$ cat src/rtl/uart_irq_pkg.sv
package uart_irq_pkg;
    localparam int NUM_SRC  = 4;
    localparam int CODE_W   = 8;

    // Source indices in priority order, highest first.
    localparam int SRC_LINE  = 0;
    localparam int SRC_RXD   = 1;
    localparam int SRC_THRE  = 2;
    localparam int SRC_MODEM = 3;

    // Enable bit positions inside the enable vector.
    localparam int EN_RXD   = 0;
    localparam int EN_THRE  = 1;
    localparam int EN_LINE  = 2;
    localparam int EN_MODEM = 3;

    typedef enum logic [CODE_W-1:0] {
        IID_NONE  = 8'h01,
        IID_LINE  = 8'h06,
        IID_RXD   = 8'h04,
        IID_THRE  = 8'h02,
        IID_MODEM = 8'h00
    } iid_code_e;

    typedef enum logic {
        THR_IDLE  = 1'b0,
        THR_ARMED = 1'b1
    } thr_state_e;

    function automatic iid_code_e code_of(input int src);
        unique case (src)
            SRC_LINE:  return IID_LINE;
            SRC_RXD:   return IID_RXD;
            SRC_THRE:  return IID_THRE;
            default:   return IID_MODEM;
        endcase
    endfunction
endpackage

$ cat src/rtl/uart_thre_latch.sv
module uart_thre_latch
    import uart_irq_pkg::*;
(
    input  logic clk,
    input  logic rst_n,
    input  logic xfer_i,
    input  logic ack_i,
    output logic armed_o
);
    thr_state_e state_q, state_d;

    always_ff @(posedge clk) begin
        if (!rst_n) state_q <= THR_IDLE;
        else        state_q <= state_d;
    end

    // ARM has precedence over ACK when both arrive together.
    always_comb begin
        state_d = state_q;
        unique case (state_q)
            THR_IDLE:  if (xfer_i) state_d = THR_ARMED;
            THR_ARMED: if (ack_i && !xfer_i) state_d = THR_IDLE;
            default:   state_d = THR_IDLE;
        endcase
    end

    always_comb armed_o = (state_q == THR_ARMED);

    assert_arm_wins_R7: assert property (@(posedge clk) disable iff (!rst_n)
        xfer_i |=> armed_o);
    assert_ack_clears_R5: assert property (@(posedge clk) disable iff (!rst_n)
        (ack_i && !xfer_i) |=> !armed_o);
endmodule

$ cat src/rtl/uart_irq_sources.sv
module uart_irq_sources
    import uart_irq_pkg::*;
#(
    parameter int ERR_W   = 4,
    parameter int DELTA_W = 4
) (
    input  logic [NUM_SRC-1:0] en_i,
    input  logic [ERR_W-1:0]   line_err_i,
    input  logic               data_rdy_i,
    input  logic               thr_empty_i,
    input  logic               thre_armed_i,
    input  logic [DELTA_W-1:0] modem_delta_i,
    output logic [NUM_SRC-1:0] pend_o
);
    always_comb begin
        pend_o            = '0;
        pend_o[SRC_LINE]  = en_i[EN_LINE]  && (|line_err_i);
        pend_o[SRC_RXD]   = en_i[EN_RXD]   && data_rdy_i;
        pend_o[SRC_THRE]  = en_i[EN_THRE]  && thr_empty_i && thre_armed_i;
        pend_o[SRC_MODEM] = en_i[EN_MODEM] && (|modem_delta_i);
    end
endmodule

$ cat src/rtl/uart_irq_prio.sv
module uart_irq_prio
    import uart_irq_pkg::*;
(
    input  logic [NUM_SRC-1:0] pend_i,
    output logic [NUM_SRC-1:0] grant_o,
    output iid_code_e          code_o
);
    // Lower index is more urgent; each stage is blocked by all above it.
    logic [NUM_SRC:0] blocked;
    assign blocked[0] = 1'b0;

    for (genvar g = 0; g < NUM_SRC; g++) begin : g_stage
        assign grant_o[g]   = pend_i[g] && !blocked[g];
        assign blocked[g+1] = blocked[g] || pend_i[g];
    end

    always_comb begin
        code_o = IID_NONE;
        for (int s = NUM_SRC - 1; s >= 0; s--) begin
            if (pend_i[s]) code_o = code_of(s);
        end
    end

    always_comb begin
        assert_single_grant_R9: assert ($onehot0(grant_o));
    end
endmodule

$ cat src/rtl/uart_irq_ident.sv
module uart_irq_ident
    import uart_irq_pkg::*;
#(
    parameter int ERR_W   = 4,
    parameter int DELTA_W = 4
) (
    input  logic                clk,
    input  logic                rst_n,
    input  logic [NUM_SRC-1:0]  irq_en_i,
    input  logic [ERR_W-1:0]    line_err_i,
    input  logic                data_rdy_i,
    input  logic                thr_empty_i,
    input  logic                thr_xfer_i,
    input  logic                thr_wr_i,
    input  logic                iid_rd_i,
    input  logic [DELTA_W-1:0]  modem_delta_i,
    output logic [CODE_W-1:0]   iid_o,
    output logic                irq_o
);
    logic               armed;
    logic [NUM_SRC-1:0] pend;
    logic [NUM_SRC-1:0] grant;
    iid_code_e          code;
    iid_code_e          iid_q;
    logic               irq_q;
    logic               past_ok;

    uart_thre_latch u_latch (
        .clk     (clk),
        .rst_n   (rst_n),
        .xfer_i  (thr_xfer_i),
        .ack_i   (thr_wr_i || iid_rd_i),
        .armed_o (armed)
    );

    uart_irq_sources #(.ERR_W(ERR_W), .DELTA_W(DELTA_W)) u_src (
        .en_i          (irq_en_i),
        .line_err_i    (line_err_i),
        .data_rdy_i    (data_rdy_i),
        .thr_empty_i   (thr_empty_i),
        .thre_armed_i  (armed),
        .modem_delta_i (modem_delta_i),
        .pend_o        (pend)
    );

    uart_irq_prio u_prio (
        .pend_i  (pend),
        .grant_o (grant),
        .code_o  (code)
    );

    always_ff @(posedge clk) begin
        if (!rst_n) begin
            iid_q   <= IID_NONE;
            irq_q   <= 1'b0;
            past_ok <= 1'b0;
        end else begin
            iid_q   <= code;
            irq_q   <= |grant;
            past_ok <= 1'b1;
        end
    end

    assign iid_o = iid_q;
    assign irq_o = irq_q;

    assert_irq_matches_code_R10: assert property (@(posedge clk) disable iff (!rst_n)
        irq_o == (iid_o != IID_NONE));
    assert_line_top_R2: assert property (@(posedge clk) disable iff (!rst_n)
        past_ok && $past(irq_en_i[EN_LINE] && (|line_err_i)) |-> iid_o == IID_LINE);
    assert_quiet_when_off_R10: assert property (@(posedge clk) disable iff (!rst_n)
        past_ok && $past(irq_en_i == '0) |-> !irq_o);
endmodule

$ cat config.mk
export PLATFORM = sky130hd
export DESIGN_NAME = uart_irq_ident
export DESIGN_NICKNAME = d
export VERILOG_FILES = /design/src/rtl/uart_irq_pkg.sv /design/src/rtl/uart_thre_latch.sv /design/src/rtl/uart_irq_sources.sv /design/src/rtl/uart_irq_prio.sv /design/src/rtl/uart_irq_ident.sv
export SDC_FILE = /design/constraint.sdc
export NUM_CORES = 1
export LEC_CHECK = 0
export ABC_AREA = 1
export BUFFER_PORTS_ARGS = -buffer_cell sky130_fd_sc_hd__buf_2
export CAP_MARGIN = 20
export CORE_AREA = 2 2 39 41
export CTS_CLUSTER_SIZE = 25
export DETAILED_ROUTE_END_ITERATION = 10
export DIE_AREA = 0 0 41 43
export PLACE_DENSITY = 0.68
export SLEW_MARGIN = 20
export SYNTH_ARGS = -nofsm -noshare
export SYNTH_HDL_FRONTEND = slang
export SYNTH_HIERARCHICAL = 1
export SYNTH_SLANG_ARGS = --single-unit
export TNS_END_PERCENT = 10
$ cat constraint.sdc
create_clock -name clk -period 1.4 [get_ports clk]
set_clock_uncertainty 0.1 [all_clocks]
set_input_delay 0.07 -clock clk [delete_from_list [all_inputs] [get_ports clk]]
set_output_delay 0.07 -clock clk [all_outputs]
set_load 0.05 [all_outputs]
**Yosys cells after proc, flatten, opt, wreduce, memory -nomap -nowiden**

Cells that the tools add are included.

- Multiplexer cells: 7
- Bitwise operators: 2
- Reduce and logical (&&, ||, !) cells: 20

Operator list:

| kind | count |
|---|---|
| $reduce_or 4->1 | 4 |
| $logic_and 1x1->1 | 9 |
| $mux 3 | 2 |
| $logic_not 1->1 | 4 |
| $logic_or 1x1->1 | 3 |
| $mux 1 | 3 |
| $mux 2 | 1 |
| $not 1->1 | 2 |
| $pmux 1 s2 | 1 |

- Register bits: 10
- Input port bits: 19
- Output and inout port bits: 9
- Logic and storage cells: 33

**Depth between registers and ports, before layout**

Gate-level depths: netlist (run 1).

- Word-level depth: 7
- Depth in mapped cells: 7
- Gate-level depth less buffers: 7

**Cells and area by module**

The synthesis (run 1) kept the hierarchy.

By module, submodules not included:

| module | times used | cells each | area each (um^2) | seq. area each (um^2) |
|---|---|---|---|---|
| uart_irq_ident | 1 | 30 | 269.0 | 180.2 |
| uart_irq_prio | 1 | 19 | 97.6 | 0.0 |
| uart_irq_sources | 1 | 11 | 46.3 | 0.0 |
| uart_thre_latch | 1 | 6 | 43.8 | 20.0 |

**Worst setup path after synthesis (run 1)**

No wires, ideal clock.

- Kind: register to register
- From: register u_latch.state_q (netlist: u_latch/armed_o)
- To: register iid_q[0] (netlist: iid_o[0])
- Library setup time: 120 ps
- Data arrival time: 797 ps
- Data required time: 1180 ps
- Path slack: 383 ps
- Stages on the path, launching flop included: 6
- Buffers on the path: 0
- Clock period less this slack: 1017 ps
- Cell sequence: dfxtp_1 > and3_1 > inv_1 > nand2_1 > nor2_1 > or2_1

- Cells in the longest elaborated chain, start to end: 4

Ends and longest elaborated chain:

| element | RTL line | RTL |
|---|---|---|
| from (decl) | uart_thre_latch.sv:10 | `thr_state_e state_q, state_d;` |
| from (signal assigned) | uart_thre_latch.sv:14 | `else state_q <= state_d;` |
| $logic_and 1x1->1 | uart_irq_sources.sv:19 | `pend_o[SRC_THRE] = en_i[EN_THRE] && thr_empty_i && thre_armed_i;` |
| via pend[2] | uart_irq_ident.sv:21 | `logic [NUM_SRC-1:0] pend;` |
| $mux 2 | uart_irq_prio.sv:20 | `if (pend_i[s]) code_o = code_of(s);` |
| $mux 3 (2 in series) | uart_irq_prio.sv:20 |  |
| via code[0] | uart_irq_ident.sv:23 | `iid_code_e code;` |
| to (signal assigned) | uart_irq_ident.sv:58 | `iid_q <= code;` |
| to (decl) | uart_irq_ident.sv:24 | `iid_code_e iid_q;` |

The timed path passes the listed nets, and every way through them passes these cells.
A chain may end at the register's enable or synchronous reset.

**Worst setup path in the final report (run 1)**

Same ends and word-level chain as after synthesis.

==> key figures, run 1 <==
Run status
  – Status: complete, no violations

Power
  – Leakage Power: 0.424 nW
  – Logic gate share of total power: 20.1%
  – Pwr dens: 1120 nW/um^2
  – Internal power: 506 uW
  – Clock power share: 36.1%
  – Share of power burned in registers: 43.8%
  – Switch share: 27.5%
  – Sw Pwr: 192 uW
  – Worst vdd ir: 420 uV

GRT
  – Pin count of the biggest net entering global routing: 10
  – GR Overflow Total: 0
  – First-pass GRT wire length: 1060 um
  – Initial antenna violation count: 0
  – Vias in the first global route: 341
  – Met2 usage: 15.9%
  – Met3 GRT Util: 4.71%
  – Total track usage: 8.88%
  – Met1 Use GR: 7.19%
  – Busiest grt layer: met2

Routing
  – Post-route ant nets: 0
  – Vias per cell: 3.69
  – Wire length per cell: 6.23 um
  – Initial DRC count: 3
  – Routed via count: 410
  – TritonRoute pass-1 iters: 3
  – Routed wire length: 691 um
  – DRC violations left: 0

Clock tree
  – CTS Buf Count: 3
  – Clk sinks: 10
  – CTS root buffer: clkbuf_4
  – # hold bufs at CTS: 1
  – # Post-CTS Setup Buffers: 0
  – CTS HTree Levels: 1
  – Post-CTS sizing: 0
  – CTS tree: built
  – Clk slew on worst S/H paths: 60 ps
  – Clock latency at the later pin of the worst-skew pair: 260 ps
  – CTS max path bufs: 2

Yosys
  – Synthesized instance count: 66
  – Warnings from Yosys: 6
  – Post-synth top area share: 43.8%
  – Syn_area_per_cell: 6.92 sq um
  – Post-synthesis cell type count: 13
  – Register area share after synthesis: 43.8%
  – Area leader, netlist: dfxtp_1
  – Post-synthesis cell area: 457 sq um
  – Ranking of synthesized cells by area: dfxtp_1 44%, inv_1 15%, buf_4 12%, nand2_1 8.2%, nor2_1 8.2%
  – Seq cells post-synth: 10

Setup path
  – Reg2reg path depth: 5
  – Crit path DAT: 1150 ps
  – Startpoint types: register
  – Crit end category: register
  – Setup Crit Path Kind: register to register
  – WP data required: 1450 ps
  – Crit path max fanout: 3

Timing
  – Max frequency: 0.912 GHz
  – Count of final setup violators: 0
  – Unrepaired setup endpoints after global routing: false
  – Period utilization: 78.3%
  – PnR worst setup slack: 303 ps
  – Final hold violations: 0
  – Slew Limit Fails: 0
  – Sum Neg Setup Slack: 0 ps
  – Min Tclk post-route: 1100 ps

Floorplan
  – Area of the core: 1380 sq um
  – FP Rows: 14
  – Die area: 1760 sq um
  – Die height: 43 um
  – Initial Utilization: 33.0%
  – Die width: 41 um
  – I/O pin cnt: 28

Worst hold path
  – Worst Hold Class: input port to register
  – Worst Hold Path Cells: 3

Placed design
  – Dpl cells: 106
  – Port bufs: 27
  – DP HPWL: 588 um
  – DP Worst Slack: 281 ps
  – Area after DPL: 574 sq um
  – GP Congestion: 0.605

Final layout
  – Ant diodes: 0
  – Ratio of cells with drive above 1 in the final layout: 35.8%
  – Final instance area: 621 sq um
  – Syn-to-layout area delta: 35.9%
  – Commonest non-fill, non-tap cells in the layout: 27 x buf_2, 18 x inv_1, 10 x nand2_1, 10 x nor2_1, 10 x dfxtp_1
  – Most common cell after layout, fill and taps aside: buf_2
  – NumNets Final: 115
  – Fin cells: 111
  – Fin util: 44.8%

Job
  – Max cap viols: 0
[stage by stage]
step,total power [mW],hold slack (ps)
2_1_floorplan,0.423,91.5
3_3_place_gp,0.449,219
3_5_place_dp,0.452,225
4_1_cts,0.708,1.05
5_1_grt,0.734,15.5
6_report,0.698,0.488
[power by group through the flow]
stage               clock network [mW]  registers [mW]  logic [mW]
floorplan                            0           0.370      0.0527
global placement                     0           0.312       0.137
detailed placement                   0           0.312       0.139
CTS                              0.261           0.306       0.142
global route                     0.272           0.308       0.155
finish                           0.252           0.306       0.140
[kinds of logic after synthesis]
kind of cell / synth area share, %
simple gates: 21.9
compound gates: 6.30
flops: 43.8
other cells: 0.821
buf+inv: 27.1
[Yosys cell counts]
cell type,instances
inv_1,18
and3_1,1
dfxtp_1,10
nor2_2,1
a21oi_2,1
or2_1,2
inv_2,1
nand2_1,10
buf_4,7
conb_1,1
a21oi_1,3
nor2_1,10
o21ai_0,1
[path summary, 6_finish.rpt]
| path | from | end | slack [ps] |
|---|---|---|---|
| worst max-delay path | u_latch/armed_o | iid_o[0] | 300 |
| worst min-delay path | rst_n | iid_o[2] | 0.5 |
| worst max register to register | u_latch/armed_o | iid_o[0] | 300 |
| worst min register to register | u_latch/armed_o | u_latch/armed_o | 370 |
[sequential cells by signal, summed over array words and instances, names as in the netlist]
name and cells:
u_latch/armed_o 1, iid_o 8, irq_o 1
[layout make-up]
type                            count  area (sq um)
Fill cell                         149           763
Sequential cell                    10           200
Multi-Input combinational cell     34           148
Timing Repair Buffer               28           145
Inverter                           19          71.3
Clock buffer                        4          36.3
Tap cell                           16          20.0
[routing by layer]
metal | wire, um | vias to the layer above
met5 | 0 | -
met4 | 0 | 0
met3 | 65 | 0
met2 | 360 | 16
met1 | 265 | 164
li1 | - | 230
[worst max-delay path, stage by stage, from the launching register on]
cell and delay [ps]:
dfxtp_1 330, and3_1 160, inv_1 60, nand2_1 80, nor2_1 40, or2_1 220
(Power assumes the default switching activity.)
==> run 2, diff against run 1 <==
==> constraint.sdc (replaced) <==
create_clock -name clk -period 1.1 [get_ports clk]
set_clock_uncertainty 0.1 [all_clocks]
set_input_delay 0.055 -clock clk [delete_from_list [all_inputs] [get_ports clk]]
set_output_delay 0.055 -clock clk [all_outputs]
set_load 0.05 [all_outputs]
==> run 2 against run 1 <==
  * Worst setup slack worse by 250 ps
  * Register-to-register slack worse by 250 ps
  * Non-clock buffer count up 2
  * Hold slack better by 8.8 ps
  * Count of clock-buffer cells in the layout unchanged
  * Sequential power up 27%
  * Combinational power up 35%
  * Final cell count up 1.8%
  * Critical endpoint unchanged
  * Largest cell class unchanged
==> key figures, run 2 (same netlist as run 1, synthesis figures left out) <==
Run status
  – Status: complete, no violations (unchanged)

GRT
  – GR Overflow Total: 0 (unchanged)
  – Pin count of the biggest net entering global routing: 10 (unchanged)
  – Vias in the first global route: 359 (was 341)
  – Initial antenna violation count: 0 (unchanged)
  – Total track usage: 10.1% (was 8.88%)
  – First-pass GRT wire length: 1110 um (was 1060 um)

Final layout
  – Fillers: 154 (was 149)
  – Syn-to-layout area delta: 41.6% (was 35.9%)
  – NumNets Final: 117 (was 115)
  – Ant diodes: 0 (unchanged)
  – Most common cell after layout, fill and taps aside: buf_2 (unchanged)
  – Commonest non-fill, non-tap cells in the layout: 27 x buf_2, 17 x inv_1, 10 x nor2_1 (was 27 x buf_2, 18 x inv_1, 10 x nand2_1, 10 x nor2_1, 10 x dfxtp_1)
  – Ratio of cells with drive above 1 in the final layout: 40.2% (was 35.8%)
  – Max FFs per register: 8 (unchanged)

Power
  – Worst vdd ir: 652 uV (was 420 uV)
  – Leakage Power: 0.432 nW (was 0.424 nW)
  – Pwr dens: 1390 nW/um^2 (was 1120 nW/um^2)

Clock tree
  – CTS Buf Count: 3 (unchanged)
  – Clk sinks: 10 (unchanged)
  – CTS root buffer: clkbuf_4 (unchanged)
  – CTS max path bufs: 2 (unchanged)
  – CTS tree: built (unchanged)
  – CTS HTree Levels: 1 (unchanged)
  – Clock latency at the later pin of the worst-skew pair: 260 ps (about the same)
  – Clk slew on worst S/H paths: 70 ps (was 60 ps)

Routing
  – Post-route ant nets: 0 (unchanged)
  – Routed wire length: 760 um (was 691 um)
  – TritonRoute pass-1 iters: 2 (was 3)
  – Vias per cell: 3.72 (was 3.69)
  – DRC violations left: 0 (unchanged)
  – Initial DRC count: 3 (unchanged)
  – Routed via count: 420 (was 410)
  – Wire length per cell: 6.73 um (was 6.23 um)

Timing
  – Final hold violations: 0 (unchanged)
  – Sum Neg Setup Slack: 0 ps (unchanged)
  – Slew Limit Fails: 0 (unchanged)
  – Unrepaired setup endpoints after global routing: false (unchanged)
  – Count of final setup violators: 0 (unchanged)
  – PnR worst setup slack: 53.5 ps (was 303 ps)
  – Period utilization: 95.1% (was 78.3%)
  – Max frequency: 0.956 GHz (was 0.912 GHz)
  – Min Tclk post-route: 1050 ps (was 1100 ps)

Floorplan
  – I/O pin cnt: 28 (unchanged)
  – FP Rows: 14 (unchanged)
  – Area of the core: 1380 sq um (unchanged)
  – Initial Utilization: 33.0% (unchanged)
  – Die height: 43 um (unchanged)
  – Die width: 41 um (unchanged)
  – Die area: 1760 sq um (unchanged)

Setup path
  – Setup Crit Path Kind: register to register (unchanged)
  – Crit end category: register (unchanged)
  – RR Startpoint: u_latch/armed_o (unchanged)
  – WP data required: 1140 ps (was 1450 ps)
  – Crit path max fanout: 3 (unchanged)
  – Crit path from: u_latch/armed_o (unchanged)
  – Startpoint types: register (unchanged)
  – Crit path DAT: 1090 ps (was 1150 ps)

Worst hold path
  – Worst Hold Class: input port to register (unchanged)
  – Hold Startpoint: thr_wr_i (was rst_n)

Job
  – Max cap viols: 0 (unchanged)

Placed design
  – DP Worst Slack: 30.4 ps (was 281 ps)
  – DP HPWL: 593 um (was 588 um)
  – GP Congestion: 0.554 (was 0.605)
  – Port bufs: 27 (unchanged)
[run 2: cell types whose count changed in the layout (fill, tap and decap cells not counted)]
cell           change
buf_4              +1
nand2_1            -1
and3_1             -1
nand2_2            +1
inv_2              +1
and3_4             +1
dfxtp_2            +1
dfxtp_1            -1
dlygate4sd3_1      +1
inv_1              -1
[run 2: stage by stage]
step | std cells | area, sq um | power (mW) | util (%) | hold WS [ps]
floorplan | 70 | 472 | 0.538 | - | 76.5
global placement | 107 | 582 | 0.575 | 42.0 | 203
detailed placement | 107 | 582 | 0.578 | 42.0 | 206
CTS | 113 | 638 | 0.907 | 46.1 | 8.50
global route | 113 | 647 | 0.951 | 46.7 | 9.40
finish | 113 | 647 | 0.896 | 46.7 | 9.33
[run 2: power by group]
part           switching [mW]  total (mW)  internal (mW)
Sequential            0.00531       0.390          0.385
Combinational           0.123       0.189         0.0651
Clock                   0.117       0.317          0.200
[run 2: repair_timing]
| item | CTS | global route |
|---|---|---|
| setup endpoints to repair | 0 | 2 |
| buffers inserted | 0 | 0 |
| gates resized for setup | 0 | 4 |
| hold buffers | 2 | 0 |
| endpoints found under the hold margin | 3 | 0 |
[run 2: worst paths after layout]
| kind | depth (start not counted) | slack, ps | endpoint |
|---|---|---|---|
| max reg2reg | 5 | 50 | iid_o[0] |
| min | 5 | 9 | u_latch/armed_o |
| max | 5 | 50 | iid_o[0] |
| min reg2reg | 2 | 370 | u_latch/armed_o |
[run 2: area by class of cell]
class                           instances  area, sq um  share of cell area (%)
Tap cell                               16         20.0                    3.09
Sequential cell                        10          201                    31.1
Clock buffer                            4         36.3                    5.61
Multi-Input combinational cell         34          155                    24.0
Inverter                               19         71.3                    11.0
Timing Repair Buffer                   30          163                    25.1
[run 2: critical path: stages (launching register included)]
cell and delay (ps):
dfxtp_2 330, and3_4 180, inv_2 40, nand2_2 50, nor2_1 30, or2_1 200
[run 2: routing by layer]
metal / global-route usage [%] / share of wire (%) / vias up / wire (um)
met5: 0 / 0 / - / 0
met3: 7.85 / 8.9 / 0 / 68
met4: 6.00 / 0 / 0 / 0
met2: 18.1 / 59 / 16 / 445
li1: - / - / 233 / -
met1: 5.90 / 32 / 171 / 246
